**config.mk**
```make
export PLATFORM = sky130hd
export DESIGN_NAME = minsum_product_decoder
export DESIGN_NICKNAME = d
export VERILOG_FILES = /design/src/rtl/pdec_pkg.sv /design/src/rtl/pdec_sampler.sv /design/src/rtl/pdec_iter_core.sv /design/src/rtl/pdec_decide.sv /design/src/rtl/minsum_product_decoder.sv
export SDC_FILE = /design/constraint.sdc
export NUM_CORES = 1
export LEC_CHECK = 0
export ABC_CLOCK_PERIOD_IN_PS = 17280
export BUFFER_PORTS_ARGS = -buffer_cell sky130_fd_sc_hd__buf_4
export CAP_MARGIN = 20
export CORE_MARGIN = 2
export CORE_UTILIZATION = 25
export CTS_CLUSTER_SIZE = 20
export DETAILED_ROUTE_END_ITERATION = 6
export PLACE_DENSITY = 0.46
export SLEW_MARGIN = 5
export SYNTH_ARGS = -nofsm -noshare
export SYNTH_HDL_FRONTEND = slang
export SYNTH_HIERARCHICAL = 1
export SYNTH_SLANG_ARGS = --single-unit
export TNS_END_PERCENT = 1
```
**constraint.sdc**
```tcl
create_clock -name clk -period 17.28 [get_ports clk]
set_input_delay 0 -clock clk [delete_from_list [all_inputs] [get_ports clk]]
set_output_delay 0 -clock clk [all_outputs]
set_load 0.005 [all_outputs]
```
**src/rtl/pdec_pkg.sv**
```systemverilog
package pdec_pkg;

  parameter int SAMPLE_W  = 8;
  parameter int SUM_W     = SAMPLE_W + 2;
  parameter int N_SAMPLES = 8;
  parameter int N_INFO    = 4;
  parameter int CNT_W     = $clog2(N_SAMPLES + 1);
  parameter int ROW_BASE  = N_INFO;
  parameter int COL_BASE  = N_INFO + N_INFO / 2;

  typedef logic signed [SAMPLE_W-1:0] smp_t;
  typedef logic signed [SUM_W-1:0]    llr_t;

  localparam llr_t LLR_MAX = {1'b0, {(SUM_W-1){1'b1}}};
  localparam llr_t LLR_MIN = {1'b1, {(SUM_W-1){1'b0}}};

  // sign-extend a channel sample to the internal width
  function automatic llr_t widen(smp_t s);
    return llr_t'(s);
  endfunction

  // saturating signed addition at the internal width
  function automatic llr_t sat_add(llr_t a, llr_t b);
    logic [SUM_W:0] s;
    s = {a[SUM_W-1], a} + {b[SUM_W-1], b};
    if (s[SUM_W] != s[SUM_W-1])
      return s[SUM_W] ? LLR_MIN : LLR_MAX;
    return s[SUM_W-1:0];
  endfunction

  // magnitude with one extra bit so the most negative value is exact
  function automatic logic [SUM_W:0] mag_of(llr_t a);
    logic [SUM_W:0] ext;
    ext = {a[SUM_W-1], a};
    return a[SUM_W-1] ? (~ext + 1'b1) : ext;
  endfunction

  // sign(A*B) * min(|A|,|B|)
  function automatic llr_t ext_kernel(llr_t a, llr_t b);
    logic [SUM_W:0] ma, mb, m, nm;
    logic           neg;
    ma  = mag_of(a);
    mb  = mag_of(b);
    m   = (ma < mb) ? ma : mb;
    if (m > {2'b00, {(SUM_W-1){1'b1}}})
      m = {2'b00, {(SUM_W-1){1'b1}}};
    neg = a[SUM_W-1] ^ b[SUM_W-1];
    nm  = ~m + 1'b1;
    return neg ? nm[SUM_W-1:0] : m[SUM_W-1:0];
  endfunction

  // decision: 0 when strictly positive, else 1
  function automatic logic hard_bit(llr_t p);
    return p[SUM_W-1] || (p == '0);
  endfunction

endpackage

```
**src/rtl/pdec_sampler.sv**
```systemverilog
module pdec_sampler
  import pdec_pkg::*;
(
  input  logic                clk,
  input  logic                rst_n,
  input  logic                start,
  input  logic [SAMPLE_W-1:0] rxin,
  output smp_t                chan [N_SAMPLES],
  output logic                full
);

  logic [CNT_W-1:0] cnt;
  logic [CNT_W-1:0] wr_idx;
  logic             mid_packet;
  logic             wr_any;
  smp_t             slots [N_SAMPLES];

  assign mid_packet = (cnt != '0) && (cnt < CNT_W'(N_SAMPLES));
  assign wr_any     = start | mid_packet;
  assign wr_idx     = start ? '0 : cnt;
  assign full       = (cnt == CNT_W'(N_SAMPLES));

  always_ff @(posedge clk or negedge rst_n) begin
    if (!rst_n)          cnt <= '0;
    else if (start)      cnt <= CNT_W'(1);
    else if (mid_packet) cnt <= cnt + 1'b1;
  end

  always_ff @(posedge clk or negedge rst_n) begin
    if (!rst_n) begin
      for (int k = 0; k < N_SAMPLES; k++) slots[k] <= '0;
    end else begin
      for (int k = 0; k < N_SAMPLES; k++)
        if (wr_any && (wr_idx == CNT_W'(k))) slots[k] <= smp_t'(rxin);
    end
  end

  assign chan = slots;

  AST_CNT_BOUND: assert property (@(posedge clk) disable iff (!rst_n)
    cnt <= CNT_W'(N_SAMPLES));

  AST_SLOT0_ON_START: assert property (@(posedge clk) disable iff (!rst_n)
    start |=> ($unsigned(slots[0]) == $past(rxin)));

  for (genvar k = 0; k < N_SAMPLES; k++) begin : g_freeze
    AST_FULL_FREEZE: assert property (@(posedge clk) disable iff (!rst_n)
      (full && !start) |=> $stable(slots[k]));
    AST_IDLE_FREEZE: assert property (@(posedge clk) disable iff (!rst_n)
      ((cnt == '0) && !start) |=> $stable(slots[k]));
  end

endmodule

```
**src/rtl/pdec_iter_core.sv**
```systemverilog
module pdec_iter_core
  import pdec_pkg::*;
(
  input  logic clk,
  input  logic rst_n,
  input  logic clear,
  input  smp_t chan    [N_SAMPLES],
  output llr_t row_ext [N_INFO],
  output llr_t col_ext [N_INFO]
);

  llr_t row_in  [N_INFO];
  llr_t row_nxt [N_INFO];
  llr_t col_in  [N_INFO];
  llr_t col_nxt [N_INFO];
  llr_t row_q   [N_INFO];
  llr_t col_q   [N_INFO];

  for (genvar i = 0; i < N_INFO; i++) begin : g_bit
    localparam int ROW_MATE = i ^ 1;
    localparam int ROW_PAR  = ROW_BASE + i / 2;
    localparam int COL_MATE = i ^ 2;
    localparam int COL_PAR  = COL_BASE + i % 2;

    // row check, fed by the latest column extrinsic of the row mate
    assign row_in[i]  = sat_add(widen(chan[ROW_MATE]), col_q[ROW_MATE]);
    assign row_nxt[i] = ext_kernel(row_in[i], widen(chan[ROW_PAR]));

    // column check, fed by the latest row extrinsic of the column mate
    assign col_in[i]  = sat_add(widen(chan[COL_MATE]), row_q[COL_MATE]);
    assign col_nxt[i] = ext_kernel(col_in[i], widen(chan[COL_PAR]));

    AST_ROW_MAG: assert property (@(posedge clk) disable iff (!rst_n)
      !$past(clear) |-> (mag_of(row_q[i]) <= mag_of(widen($past(chan[ROW_PAR])))));
    AST_COL_MAG: assert property (@(posedge clk) disable iff (!rst_n)
      !$past(clear) |-> (mag_of(col_q[i]) <= mag_of(widen($past(chan[COL_PAR])))));
    AST_ROW_SIGN: assert property (@(posedge clk) disable iff (!rst_n)
      (row_q[i] != '0) |-> (row_q[i][SUM_W-1] ==
        ($past(row_in[i][SUM_W-1]) ^ $past(chan[ROW_PAR][SAMPLE_W-1]))));
    AST_COL_SIGN: assert property (@(posedge clk) disable iff (!rst_n)
      (col_q[i] != '0) |-> (col_q[i][SUM_W-1] ==
        ($past(col_in[i][SUM_W-1]) ^ $past(chan[COL_PAR][SAMPLE_W-1]))));
    AST_START_CLEARS: assert property (@(posedge clk) disable iff (!rst_n)
      clear |=> ((row_q[i] == '0) && (col_q[i] == '0)));
  end

  always_ff @(posedge clk or negedge rst_n) begin
    if (!rst_n) begin
      for (int i = 0; i < N_INFO; i++) begin
        row_q[i] <= '0;
        col_q[i] <= '0;
      end
    end else if (clear) begin
      for (int i = 0; i < N_INFO; i++) begin
        row_q[i] <= '0;
        col_q[i] <= '0;
      end
    end else begin
      for (int i = 0; i < N_INFO; i++) begin
        row_q[i] <= row_nxt[i];
        col_q[i] <= col_nxt[i];
      end
    end
  end

  assign row_ext = row_q;
  assign col_ext = col_q;

endmodule

```
**src/rtl/pdec_decide.sv**
```systemverilog
module pdec_decide
  import pdec_pkg::*;
(
  input  logic              clk,
  input  logic              rst_n,
  input  logic              start,
  input  logic              full,
  input  smp_t              info_ch [N_INFO],
  input  llr_t              row_ext [N_INFO],
  input  llr_t              col_ext [N_INFO],
  output logic [N_INFO-1:0] yd,
  output logic              valid
);

  llr_t              post [N_INFO];
  logic [N_INFO-1:0] hard;
  logic              fire;

  for (genvar i = 0; i < N_INFO; i++) begin : g_post
    assign post[i] = sat_add(sat_add(widen(info_ch[i]), row_ext[i]), col_ext[i]);
    assign hard[i] = hard_bit(post[i]);

    AST_ZERO_IS_ONE: assert property (@(posedge clk) disable iff (!rst_n)
      (fire && (post[i] == '0)) |=> yd[i]);
    AST_POS_IS_ZERO: assert property (@(posedge clk) disable iff (!rst_n)
      (fire && !post[i][SUM_W-1] && (post[i] != '0)) |=> !yd[i]);
  end

  assign fire = start & full;

  always_ff @(posedge clk or negedge rst_n) begin
    if (!rst_n) begin
      valid <= 1'b0;
      yd    <= '0;
    end else begin
      valid <= fire;
      if (fire) yd <= hard;
    end
  end

  AST_VALID_PULSE: assert property (@(posedge clk) disable iff (!rst_n)
    valid |=> !valid);
  AST_VALID_CAUSE: assert property (@(posedge clk) disable iff (!rst_n)
    valid |-> $past(start));
  AST_HOLD: assert property (@(posedge clk) disable iff (!rst_n)
    !valid |-> $stable(yd));

endmodule

```
**src/rtl/minsum_product_decoder.sv**
```systemverilog
module minsum_product_decoder
  import pdec_pkg::*;
(
  input  logic                clk,
  input  logic                rst_n,
  input  logic                start,
  input  logic [SAMPLE_W-1:0] rxin,
  output logic                y0d,
  output logic                y1d,
  output logic                y2d,
  output logic                y3d,
  output logic                dec_valid
);

  smp_t              chan    [N_SAMPLES];
  smp_t              info_ch [N_INFO];
  llr_t              row_ext [N_INFO];
  llr_t              col_ext [N_INFO];
  logic              full;
  logic [N_INFO-1:0] yd;

  pdec_sampler u_sampler (
    .clk   (clk),
    .rst_n (rst_n),
    .start (start),
    .rxin  (rxin),
    .chan  (chan),
    .full  (full)
  );

  pdec_iter_core u_core (
    .clk     (clk),
    .rst_n   (rst_n),
    .clear   (start),
    .chan    (chan),
    .row_ext (row_ext),
    .col_ext (col_ext)
  );

  for (genvar i = 0; i < N_INFO; i++) begin : g_info
    assign info_ch[i] = chan[i];
  end

  pdec_decide u_decide (
    .clk     (clk),
    .rst_n   (rst_n),
    .start   (start),
    .full    (full),
    .info_ch (info_ch),
    .row_ext (row_ext),
    .col_ext (col_ext),
    .yd      (yd),
    .valid   (dec_valid)
  );

  assign y0d = yd[0];
  assign y1d = yd[1];
  assign y2d = yd[2];
  assign y3d = yd[3];

endmodule

```
======== Word level (Yosys, flattened, before mapping) ========
Cells that the tools add are included.
word-level totals
  flip-flop bits (word level) ............. 153
  bits of input ports ..................... 11
  output and inout port bits .............. 5
  logic and storage cells ................. 228
operators by class
  add/sub/neg operators ................... 33
  magnitude comparators ................... 17
  equality and inequality tests ........... 20
  mux-type cells .......................... 89
  bitwise logic cells ..................... 30
  reductions and logical operators ........ 20
operators with widths
  cell                                                            count
  two-way mux 10 bit                                              52
  two-way mux 11 bit                                              20
  adder 11 x 1 -> 11 bit, second input constant                   12
  inverter 11 bit                                                 12
  adder 8 x 10 -> 11 bit                                          8
  greater-than comparator 11 x 9 -> 1 bit, second input constant  8
  less-than comparator 11 bit                                     8
  adder 10 x 1 -> 10 bit, second input constant                   8
  two-way mux 40 bit                                              2
  inverter 10 bit                                                 8
  adder 10 x 10 -> 11 bit                                         4
  zero test 10 bit                                                4
  equality test 4 x 3 -> 1 bit, second input constant             4
  two-way mux 1 bit                                               12
  two-way mux 4 bit                                               3
  != test 1 bit                                                   12
  logical AND 1 bit                                               9
  equality test 4 x 2 -> 1 bit, second input constant             2
  XOR 1 bit                                                       8
  adder 4 x 1 -> 4 bit, second input constant                     1
  equality test 4 x 1 -> 1 bit, second input constant             1
  equality test 4 bit, second input constant                      1
  zero test 4 bit                                                 1
  logical OR 1 bit                                                4
  other kinds (5)                                                 5

======== Depth between registers and ports, before layout ========
Gate-level depths: netlist (run 1).
  depth after elaboration ................. 15
  depth in mapped cells ................... 37
  depth with buffers taken out ............ 34

======== Modules after synthesis ========
Netlist (run 1), hierarchy kept.
modules (own cells, without submodules)
  module          instances  cells an instance  area an instance (um^2)  seq. area each (um^2)
  pdec_iter_core  1          2040               15239.6                  2001.9
  pdec_decide     1          529                4027.6                   125.1
  pdec_sampler    1          167                2702.6                   1701.6

======== Least setup slack after synthesis (run 1) ========
Ideal clock, no wire load.
  kind .................................... register to register
  from .................................... register u_sampler.slots (netlist bit u_sampler/chan[56])
  to ...................................... register u_core.row_q (netlist bit u_core/row_ext[28])
  setup time .............................. 79 ps
  arrival ................................. 7003 ps
  data required time ...................... 17201 ps
  path slack .............................. 10198 ps
  cell stages (with the launch flop) ...... 36
  buffers on the path ..................... 4
  period minus slack after synthesis ...... 7082 ps
  path through ............................ dfrtp_1 ha_1 inv_1 fa_1 nand2b_1 a21oi_1 o211ai_1 and2_0 ha_1 clkbuf_1 clkbuf_1 clkbuf_1 mux2i_1 inv_1 ha_1 o21a_1 o22ai_1 xor2_1 nand2b_1 nand3_1 inv_1 ha_1 a21o_1 a21o_1 a2111oi_0 nand4_1 a21o_1 a31oi_1 buf_2 nand2b_1 o31ai_1 ha_1 inv_1 nor2_1 a31oi_1 mux2i_1
between the ends
  longest elaborated chain between the ends .. 15
  elaborated cells between the ends (all ways) .. 18
  those cells by class .................... add/sub: 3; order compare: 2; eq/ne: 1; mux: 9; bitwise: 3
RTL lines
  element                                                         line                            source
  from (decl)                                                     pdec_sampler.sv:16              smp_t slots [N_SAMPLES];
  from (signal, indexed assignment)                               pdec_sampler.sv:34              if (wr_any && (wr_idx == CNT_W'(k))) slots[k] <= smp_t'(rxin);
  adder 8 x 10 -> 11 bit (*)                                      pdec_pkg.sv:25                  s = {a[SUM_W-1], a} + {b[SUM_W-1], b};
  two-way mux 10 bit / != test 1 bit (equally long branches)      pdec_pkg.sv:27, pdec_pkg.sv:26
  two-way mux 10 bit / two-way mux 1 bit (equally long branches)  pdec_pkg.sv:26                  if (s[SUM_W] != s[SUM_W-1])
  two-way mux 10 bit (*)                                          pdec_pkg.sv:28                  return s[SUM_W-1:0];
  inverter 11 bit                                                 pdec_pkg.sv:35                  return a[SUM_W-1] ? (~ext + 1'b1) : ext;
  adder 11 x 1 -> 11 bit                                          pdec_pkg.sv:35
  two-way mux 11 bit                                              pdec_pkg.sv:35
  less-than comparator 11 bit                                     pdec_pkg.sv:44                  m = (ma < mb) ? ma : mb;
  two-way mux 11 bit                                              pdec_pkg.sv:44
  greater-than comparator 11 x 9 -> 1 bit                         pdec_pkg.sv:45                  if (m > {2'b00, {(SUM_W-1){1'b1}}})
  two-way mux 10 bit                                              pdec_pkg.sv:45
  inverter 10 bit                                                 pdec_pkg.sv:48                  nm = ~m + 1'b1;
  adder 10 x 1 -> 10 bit                                          pdec_pkg.sv:48
  two-way mux 10 bit (*)                                          pdec_pkg.sv:49                  return neg ? nm[SUM_W-1:0] : m[SUM_W-1:0];
  two-way mux 40 bit (*)                                          pdec_iter_core.sv:53            end else if (clear) begin
  to (signal, indexed assignment)                                 pdec_iter_core.sv:60            row_q[i] <= row_nxt[i];
  to (decl)                                                       pdec_iter_core.sv:16            llr_t row_q [N_INFO];
Every way passes the cells marked *; elsewhere a longest branch is shown, timed or not. The select of a mux whose other input is x is not followed.
A chain may end at the register's enable or synchronous reset.

======== Worst setup path after layout (run 1) ========
  from .................................... register u_sampler.slots (netlist bit u_sampler/chan[49])
  to ...................................... register u_core.row_q (netlist bit u_core/row_ext[38])
Same word-level chain as after synthesis.

==> results of run 1 <==
[synth_stat cells (15+ instances only)]
library cell and count:
nor2b_1 43, fa_1 16, o211ai_1 25, nor3b_1 28
nand3_1 59, a21oi_1 162, o21ai_0 193, and2_1 23
a31oi_1 45, clkbuf_1 62, dfrtp_1 153, nand4_1 22
a211oi_1 42, ha_1 286, xnor2_1 78, mux2_2 71
nand2b_1 56, nor2_1 235, o21a_1 59, o21ai_1 23
nand3b_1 15, o22ai_1 21, mux2i_1 33, nor4_1 15
nor3_1 77, nand2_1 156, a211o_1 17, and3_1 18
or3_1 33, inv_1 156, o31ai_1 34, xor2_1 77
a21o_1 70, or2_2 32
[final timing paths]
check / startpoint / to
min in group clk: rxin[5] / u_sampler/chan[45]$_DFFE_PN0P_
hold reg to reg: u_sampler/chan[30]$_DFFE_PN0P_ / u_sampler/chan[30]$_DFFE_PN0P_
hold / removal: rst_n / u_core/row_ext[18]$_DFF_PN0_
setup / recovery: u_sampler/chan[49]$_DFFE_PN0P_ / u_core/row_ext[38]$_DFF_PN0_
max in group asynchronous: rst_n / u_decide/yd[1]$_DFFE_PN0P_
setup reg to reg: u_sampler/chan[49]$_DFFE_PN0P_ / u_core/row_ext[38]$_DFF_PN0_
[what timing repair did]
action,in CTS,in global routing
endpoints found under the hold margin,167,0
hold buffers,10,0
buffers inserted,0,0
[through the flow]
| stage | utilization (%) | setup slack (ns) |
|---|---|---|
| 6_report | 27.8 | 8.76 |
| 3_3_place_gp | 27.0 | 9.00 |
| 4_1_cts | 27.7 | 8.95 |
| 5_1_grt | 27.8 | 8.00 |
| 2_1_floorplan | - | 10.20 |
| 3_5_place_dp | 27.0 | 9.00 |
[registers in the layout (all words and copies together) (netlist names)]
register        count
u_core/col_ext     40
u_core/row_ext     40
u_decide/valid      1
u_decide/yd         4
u_sampler/chan     64
u_sampler/cnt       4
[layer usage]
metal / part of all wire, % / global-route usage [%] / up-vias / wire (um)
met5: 0 / 0 / - / 0
met4: 0.83 / 2.42 / 0 / 556
met3: 2.6 / 1.61 / 34 / 1750
met2: 47 / 24.5 / 262 / 31400
met1: 50 / 20.8 / 9685 / 33600
li1: - / - / 10300 / -
[cell type report]
class                      count  area [sq um]  share of cell area, %
sequential                   153          3830                   15.9
multi-input combinational   2378         17300                   71.9
timing repair buffer          39           319                   1.32
inverter                     158           593                   2.46
antenna                        1          2.50                 0.0104
clock buffer                  17           425                   1.76
tap                         1155          1450                   5.99
clock inverter                14           166                  0.690
[critical path, delay by kind of cell, from the launching register on]
kind,cells,cell delay (ns)
adder cells (fa/ha/maj),5,1.78
flip-flops,1,0.45
buffers and inverters,2,0.17
AO/OA/AOI/OAI,18,4.67
XOR/XNOR,2,0.35
AND/OR/NAND/NOR,6,0.96
[cell families (layout without fill, tap and decap cells)]
logic type / after synthesis / in the layout / synth area share [%]
compound gates: 904 / 904 / 28.2
other cells: 2 / 29 / 0.0342
mux: 105 / 105 / 5.21
xor+xnor: 155 / 155 / 6.18
fa+ha+maj: 302 / 302 / 17.7
flops: 153 / 153 / 17.4
simple gates: 884 / 884 / 21.1
buf+inv: 231 / 228 / 4.11
==> metrics.md, run 1 <==
| Metric | Value |
|---|---|
| Post-route cell area | `24100 sq um` |
| Root Buffer | `clkbuf_16` |
| Area growth from synthesis to layout | `9.77%` |
| Critical path type | `reg2reg` |
| Commonest cells after routing, fill and taps aside | `286 x ha_1, 235 x nor2_1, 193 x o21ai_0, 162 x a21oi_1` |
| Area leader, netlist | `dfrtp_1` |
| Largest net degree at the start of global routing | `between 90 and 100` |
| Iter 0 DRT Violations | `1356` |
| Hold Violations, Final | `0` |
| Clk buf depth | `2` |
| I/O pin count | `16` |
| DRC Markers | `0` |
| Fill count | `9441` |
| Synth top area cells | `dfrtp_1 17%, ha_1 16%, o21ai_0 4.4%, nor2_1 4.0%, a21oi_1 3.7%` |
| Cts repair resizes | `0` |
| Worst Tran Pin Value | `1.03 ns` |
| Vias | `20200` |
| Area after DPL | `23400 sq um` |
| Sequential element share of the synthesized area | `17.4%` |
| Post-Syn Area | `22000 sq um` |
| DRT Pass-1 Iters | `5` |
| HP Class | `in2async` |
| Worst Hold Slack | `approximately 0.17 ns` |
| Tot GR Track Use | `14.7%` |
| Final min period | `8.52 ns` |
| Pins Over Slew Limit | `0` |
| First-pass GRT wire length | `107000 um` |
| CTS tree | `yes` |
| EDFF count, synth | `0` |
| Initial antenna violation count | `0` |
| DP HPWL | `~54000 um` |
| Fmax | `around 120 MHz` |
| Main flop type after synthesis | `dfrtp_1` |
| Nets | `between 3000 and 4000` |
| Final WL | `roughly 67000 um` |
| Crit-path max FO | `15` |
| Mapped Cells | `2736` |
| Via/cell ratio | `5.17` |
| Die Wd | `300 um` |
| H-tree depth | `4` |
| Worst path required time | `about 18 ns` |
| RSZ-0062 raised after global routing | `false` |
| Critical path endpoint category | `flop` |
| FF-to-FF path depth | `33` |
| Core footprint | `86900 sq um` |
| Initial Utilization | `around a quarter` |
| Max_cap viols | `0` |
| Worst-path clk slew | `0.07 ns` |
| Distinct cells, synth | `111` |
| Ratio of cells with drive above 1 in the final layout | `7.87%` |
| Number of core rows | `108` |
| Die ar. | `90300 sq um` |
| TritonCTS buffer count | `17` |
| Synthesis-stage register bit count | `roughly 150` |
| Vias in the first global route | `19200` |
| Non-Filler Instances | `~3900` |
| Fin crit share | `49.3%` |
| CP peak stage delay | `approximately 0.6 ns` |
| Sum Neg Setup Slack | `0 ns` |
| Setup violators final | `0` |
| Flop2flop setup slack | `a little under 9 ns` |
| Die extent in y | `~300 um` |
| WP data arrival | `8.85 ns` |
| Startpoint types | `flop` |
| Sink Count | `about 150` |
| Max-slew headroom | `31.2%` |
| Global route total overflow | `0` |
| Clk_lat worst skew | `approximately 0.48 ns` |
| Wire length per cell | `17.2 um` |
| Placed Instances | `3872` |
| Asr flop ratio synth | `100%` |
| DRT antenna net count | `0` |
| I/O Buffers | `15` |
| Worst clock skew | `around 0.019 ns` |
| Yosys top cell area share | `17.4%` |
| Yosys warning total | `6` |
| Slowest CP cell | `ha_1` |
| Commonest non-fill, non-tap cell in the layout | `ha_1` |
| Final GP Congestion | `around 0.9` |
| Syn_area_per_cell | `8.03 sq um` |
| Status | `complete, no violations` |
Power of run 1 is left out: the tool's default activity adds up to more than one toggle a clock period on the data nets, which glitch-free logic cannot reach.
==> inputs of run 2 (changes only) <==
Settings changed: ABC_CLOCK_PERIOD_IN_PS 17280 to 7600, PLACE_DENSITY 0.46 to 0.48.
Clock period 17.28 ns to 7.6 ns, I/O delays scaled along.
==> run 2 against run 1 <==
Compared with the run above: count of clock-buffer cells in the layout is 2 higher; routed wire length is 1.7% lower; flip-flop and latch count unchanged; global-route usage down 0.32 points; cell count increased by 1.0%; via count rose by 0.42%; sequential share of layout area is 0.30 points lower; clock skew down 0.0030 ns; maximum frequency rose by 20%; critical path depth fell by 2; largest cell class unchanged; die area is the same; critical endpoint is now u_core/row_ext[8]$_DFF_PN0_; utilization is 0.53 points higher.
==> metrics.md, run 2 (same netlist as run 1, synthesis figures left out) <==
| Metric | Value |
|---|---|
| Status | `complete, no violations (unchanged)` |
| Global route total overflow | `0 (unchanged)` |
| Iter 0 DRT Violations | `1303 (was 1356)` |
| I/O Buffers | `15 (unchanged)` |
| Area after DPL | `23700 sq um (was 23400 sq um)` |
| Max_cap viols | `0 (unchanged)` |
| Max reg flops | `64 (unchanged)` |
| Die extent in y | `300 um (unchanged)` |
| I/O pin count | `16 (unchanged)` |
| DRC Markers | `0 (unchanged)` |
| Tot GR Track Use | `14.4% (was 14.7%)` |
| Fin crit share | `93.1% (was 49.3%)` |
| HP Class | `in2async (unchanged)` |
| Via/cell ratio | `5.14 (was 5.17)` |
| Fmax | `141 MHz (was 117 MHz)` |
| Initial antenna violation count | `2 (was 0)` |
| Worst path most repeated cell | `ha_1` |
| FF-to-FF path depth | `31 (was 33)` |
| Root Buffer | `clkbuf_16 (unchanged)` |
| Final WL | `66100 um (was 67200 um)` |
| Area growth from synthesis to layout | `11.9% (was 9.77%)` |
| Register area | `3830 sq um (unchanged)` |
| Slowest CP cell | `or4_1 (was ha_1)` |
| R2r endpoint | `u_core/row_ext[8]$_DFF_PN0_ (was u_core/row_ext[38]$_DFF_PN0_)` |
| Non-Filler Instances | `3956 (was 3915)` |
| Max-slew headroom | `36.1% (was 31.2%)` |
| Final min period | `7.07 ns (was 8.52 ns)` |
| Vias in the first global route | `18900 (was 19200)` |
| DRT Pass-1 Iters | `6 (was 5)` |
| Startpoint types | `flop (unchanged)` |
| Initial Utilization | `25.3% (unchanged)` |
| Sum Neg Setup Slack | `0 ns (unchanged)` |
| CP Launch Point | `u_sampler/chan[41]$_DFFE_PN0P_ (was u_sampler/chan[49]$_DFFE_PN0P_)` |
| Critical path capture point | `u_core/row_ext[8]$_DFF_PN0_ (was u_core/row_ext[38]$_DFF_PN0_)` |
| Critical path type | `reg2reg (unchanged)` |
| Critical path endpoint category | `flop (unchanged)` |
| Wire length per cell | `16.7 um (was 17.2 um)` |
| Flop2flop setup slack | `0.53 ns (was 8.76 ns)` |
| WP data arrival | `7.41 ns (was 8.85 ns)` |
| Sink Count | `153 (unchanged)` |
| CTS tree | `yes (unchanged)` |
| Pins Over Slew Limit | `0 (unchanged)` |
| RSZ-0062 raised after global routing | `true (was false)` |
| Worst Hold Slack | `0.0483 ns (was 0.170 ns)` |
| H-tree depth | `4 (unchanged)` |
| Clk_lat worst skew | `0.47 ns (was 0.48 ns)` |
| Largest net degree at the start of global routing | `75 (was 94)` |
| Worst clock skew | `0.0157 ns (was 0.0187 ns)` |
| Worst Tran Pin Value | `0.958 ns (was 1.03 ns)` |
| Core footprint | `86900 sq um (unchanged)` |
| DP HPWL | `53500 um (was 53900 um)` |
| Fill count | `9412 (was 9441)` |
| Placed Instances | `3910 (was 3872)` |
| CP peak stage delay | `0.52 ns (was 0.60 ns)` |
| Die ar. | `90300 sq um (unchanged)` |
| Crit-path max FO | `9 (was 15)` |
| Post-route cell area | `24600 sq um (was 24100 sq um)` |
| Clk buf depth | `2 (unchanged)` |
| Ratio of cells with drive above 1 in the final layout | `10.1% (was 7.87%)` |
| TritonCTS buffer count | `17 (unchanged)` |
| Die Wd | `300 um (unchanged)` |
| DRT antenna net count | `0 (unchanged)` |
| First-pass GRT wire length | `105000 um (was 107000 um)` |
| Final GP Congestion | `0.905 (was 0.879)` |
| Commonest non-fill, non-tap cell in the layout | `ha_1 (unchanged)` |
| Worst-path clk slew | `0.08 ns (was 0.07 ns)` |
| Vias | `20300 (was 20200)` |
| Multi-input logic area | `17500 sq um (was 17300 sq um)` |
| Worst path required time | `7.93 ns (was 17.62 ns)` |
| # diodes | `0 (was 1)` |
| Setup violators final | `0 (unchanged)` |
| Reg-to-Reg Start | `u_sampler/chan[41]$_DFFE_PN0P_ (was u_sampler/chan[49]$_DFFE_PN0P_)` |
| Commonest cells after routing, fill and taps aside | `282 x ha_1, 233 x nor2_1, 187 x o21ai_0, 159 x a21oi_1, 156 x nand2_1 (was 286 x ha_1, 235 x nor2_1, 193 x o21ai_0, 162 x a21oi_1)` |
| Nets | `3101 (was 3060)` |
| Number of core rows | `108 (unchanged)` |
| Hold Violations, Final | `0 (unchanged)` |
[run 2: cell count changes in the layout (fill, tap and decap cells not counted), sizes merged]
cell / delta
clkinvlp: +1
buf: +42
bufinv: -1
diode: -1
clkbuf: +1
inv: +2
clkinv: -3
[run 2: area by class of cell]
| class | instances | area share (%) |
|---|---|---|
| inverter | 158 | 2.41 |
| clock inverter | 13 | 0.550 |
| multi-input combinational | 2378 | 71.1 |
| clock buffer | 19 | 1.84 |
| sequential | 153 | 15.6 |
| tap | 1155 | 5.88 |
| timing repair buffer | 80 | 2.61 |
[run 2: worst max-delay path: cells and delay by family (launching register included)]
| kind | cells | cell delay, ns |
|---|---|---|
| compound gates | 16 | 3.29 |
| xor+xnor | 1 | 0.17 |
| fa+ha+maj | 5 | 1.37 |
| buf+inv | 2 | 0.24 |
| flops | 1 | 0.44 |
| simple gates | 7 | 1.40 |
[run 2: worst min-delay path by stage]
stage / end / slack (ns) / depth (start not counted)
4_1_cts: u_core/col_ext[11]$_DFF_PN0_ / 0.04 / 3
3_3_place_gp: u_decide/valid$_DFF_PN0_ / -0.11 / 1
2_1_floorplan: u_core/col_ext[0]$_DFF_PN0_ / -0.30 / 0
3_5_place_dp: u_decide/valid$_DFF_PN0_ / -0.11 / 1
6_report: u_core/col_ext[11]$_DFF_PN0_ / 0.05 / 3
5_1_grt: u_core/col_ext[11]$_DFF_PN0_ / 0.05 / 3
[run 2: what timing repair did]
item / CTS / global route
buffers inserted: 0 / 3
hold endpoints to repair: 109 / 0
resized for setup: 1 / 35
hold buffers: 11 / 0
setup endpoints to repair: 1 / 31
pin swaps: 0 / 2
[run 2: per-stage QoR]
step / utilization (%) / setup WS (ns)
floorplan: - / 0.518
global placement: 27.3 / 0.0454
detailed placement: 27.3 / 0.0222
CTS: 28.1 / 0.0723
global route: 28.3 / -0.100
finish: 28.3 / 0.528
[run 2: layer usage]
layer | vias to the layer above | track usage [%] | part of all wire [%]
met5 | - | 0 | 0
met4 | 0 | 3.21 | 1.8
met3 | 69 | 1.88 | 3.3
met2 | 354 | 23.2 | 45
met1 | 9553 | 20.4 | 50
li1 | 10400 | - | -
Power of run 2 is left out for the same reason.
==> inputs of run 3 (changes only) <==
Settings changed: CORE_UTILIZATION 25 to 45, PLACE_DENSITY 0.48 to 0.7.
==> run 3 against run 2 <==
Compared with the run above: hold slack better by 0.12 ns; first-iteration DRC count up 18%; via count up 3.9%.
==> metrics.md, run 3 (same netlist as run 1, synthesis figures left out) <==
| Metric | Value |
|---|---|
| Status | `complete, no violations (unchanged)` |
| R2r endpoint | `u_core/row_ext[18]$_DFF_PN0_ (was u_core/row_ext[8]$_DFF_PN0_)` |
| Fmax | `138 MHz (was 141 MHz)` |
| CP top delay family | `compound AO/OA/AOI/OAI gates (unchanged)` |
| Worst path bufs/invs | `2 (unchanged)` |
| Worst Tran Pin Value | `1.07 ns (was 0.958 ns)` |
| Vias in the first global route | `20300 (was 18900)` |
| Max_cap viols | `0 (unchanged)` |
| Die ar. | `50600 sq um (was 90300 sq um)` |
| Initial antenna violation count | `1 (was 2)` |
| H-tree depth | `4 (unchanged)` |
| Worst clock skew | `0.0134 ns (was 0.0157 ns)` |
| Clk_lat worst skew | `0.47 ns (about the same)` |
| Core footprint | `47900 sq um (was 86900 sq um)` |
| DRT antenna net count | `0 (unchanged)` |
| Hold Violations, Final | `0 (unchanged)` |
| Root Buffer | `clkbuf_16 (unchanged)` |
| Pins Over Slew Limit | `0 (unchanged)` |
| Ratio of cells with drive above 1 in the final layout | `9.52% (was 10.1%)` |
| Tot GR Track Use | `25.0% (was 14.4%)` |
| FF-to-FF path depth | `26 (was 31)` |
| Setup violators final | `0 (unchanged)` |
| HP Class | `in2async (unchanged)` |
| Commonest cells after routing, fill and taps aside | `286 x ha_1, 235 x nor2_1, 190 x o21ai_0, 157 x a21oi_1 (was 282 x ha_1, 233 x nor2_1, 187 x o21ai_0, 159 x a21oi_1, 156 x nand2_1)` |
| Fin crit share | `95.1% (was 93.1%)` |
| Critical path endpoint category | `flop (unchanged)` |
| Max reg flops | `64 (unchanged)` |
| Worst path required time | `7.94 ns (was 7.93 ns)` |
| Final GP Congestion | `0.971 (was 0.905)` |
| Worst path most repeated cell | `ha_1 (unchanged)` |
| Reg-to-Reg Start | `u_sampler/chan[36]$_DFFE_PN0P_ (was u_sampler/chan[41]$_DFFE_PN0P_)` |
| DP HPWL | `50000 um (was 53500 um)` |
| RSZ-0062 raised after global routing | `true (unchanged)` |
| DRT Pass-1 Iters | `6 (unchanged)` |
| Worst Hold Slack | `0.164 ns (was 0.0483 ns)` |
| WP data arrival | `7.56 ns (was 7.41 ns)` |
| Via/cell ratio | `6.21 (was 5.14)` |
| Crit path depth | `26 (was 31)` |
| First-pass GRT wire length | `103000 um (was 105000 um)` |
| Global route total overflow | `0 (unchanged)` |
| CP peak stage delay | `0.74 ns (was 0.52 ns)` |
| I/O Buffers | `15 (unchanged)` |
| Die extent in y | `225 um (was 300 um)` |
| I/O pin count | `16 (unchanged)` |
| Clk buf depth | `2 (unchanged)` |
| CTS tree | `yes (unchanged)` |
| Commonest non-fill, non-tap cell in the layout | `ha_1 (unchanged)` |
| Largest net degree at the start of global routing | `86 (was 75)` |
| Wire length per cell | `18.6 um (was 16.7 um)` |
| Initial Utilization | `45.8% (was 25.3%)` |
| Startpoint types | `flop (unchanged)` |
| Crit-path max FO | `18 (was 9)` |
| Sink Count | `153 (unchanged)` |
| Flop2flop setup slack | `0.37 ns (was 0.53 ns)` |
| Vias | `21100 (was 20300)` |
| Area growth from synthesis to layout | `8.20% (was 11.9%)` |
| DRC Markers | `0 (unchanged)` |
| Nets | `3085 (was 3101)` |
| Slowest CP cell | `o41ai_1 (was or4_1)` |
| Critical path type | `reg2reg (unchanged)` |
| Number of core rows | `80 (was 108)` |
| Final WL | `63300 um (was 66100 um)` |
| Max-slew headroom | `27.7% (was 36.1%)` |
| Iter 0 DRT Violations | `1534 (was 1303)` |
| Final min period | `7.23 ns (was 7.07 ns)` |
| Worst-path clk slew | `0.07 ns (was 0.08 ns)` |
| TritonCTS buffer count | `17 (unchanged)` |
| Die Wd | `225 um (was 300 um)` |
| # diodes | `0 (unchanged)` |
==> run 3: final cells by class <==
class	count	area (sq um)
Clock inverter	15	158
Clock buffer	17	425
Multi-Input combinational cell	2378	17500
Tap cell	615	769
Inverter	158	593
Timing Repair Buffer	64	509
Fill cell	4534	24200
Sequential cell	153	3830
==> run 3: stage by stage <==
stage / instance area [sq um] / cells / utilization [%] / setup slack [ns] / TNS [ns]
2_1_floorplan: 22100 / 2762 / - / 0.518 / 0
3_3_place_gp: 22900 / 3354 / 47.8 / 0.114 / 0
3_5_place_dp: 22900 / 3354 / 47.8 / 0.124 / 0
4_1_cts: 23600 / 3396 / 49.2 / 0.0364 / 0
5_1_grt: 23800 / 3400 / 49.6 / -0.0964 / -0.284
6_report: 23800 / 3400 / 49.6 / 0.373 / 0
==> run 3: how the worst max path moves through the flow <==
stage / start / slack [ns] / end
floorplan: u_sampler/chan[56]$_DFFE_PN0P_ / 0.52 / u_core/row_ext[28]$_DFF_PN0_
global placement: u_sampler/chan[52]$_DFFE_PN0P_ / 0.11 / u_core/col_ext[6]$_DFF_PN0_
detailed placement: u_sampler/chan[52]$_DFFE_PN0P_ / 0.12 / u_core/col_ext[6]$_DFF_PN0_
CTS: u_sampler/chan[52]$_DFFE_PN0P_ / 0.04 / u_core/col_ext[6]$_DFF_PN0_
global route: u_sampler/chan[41]$_DFFE_PN0P_ / -0.1 / u_core/row_ext[8]$_DFF_PN0_
finish: u_sampler/chan[36]$_DFFE_PN0P_ / 0.37 / u_core/row_ext[18]$_DFF_PN0_
==> run 3: what timing repair did <==
item                                   4_1_cts  5_1_grt
resized for setup                            0       32
buffers inserted                             0        4
endpoints found under the hold margin      149        0
hold buffers                                10        0
setup endpoints to repair                    0       30
==> run 3: layer usage <==
layer  global-route usage, %  wire (um)  up-vias
met4                    8.76       1850        0
met3                    2.71       2860      122
met1                    32.6      28600    10100
li1                        -          -    10300
met2                    43.1      29900      627
met5                       0          0        -
Power of run 3 is left out for the same reason.
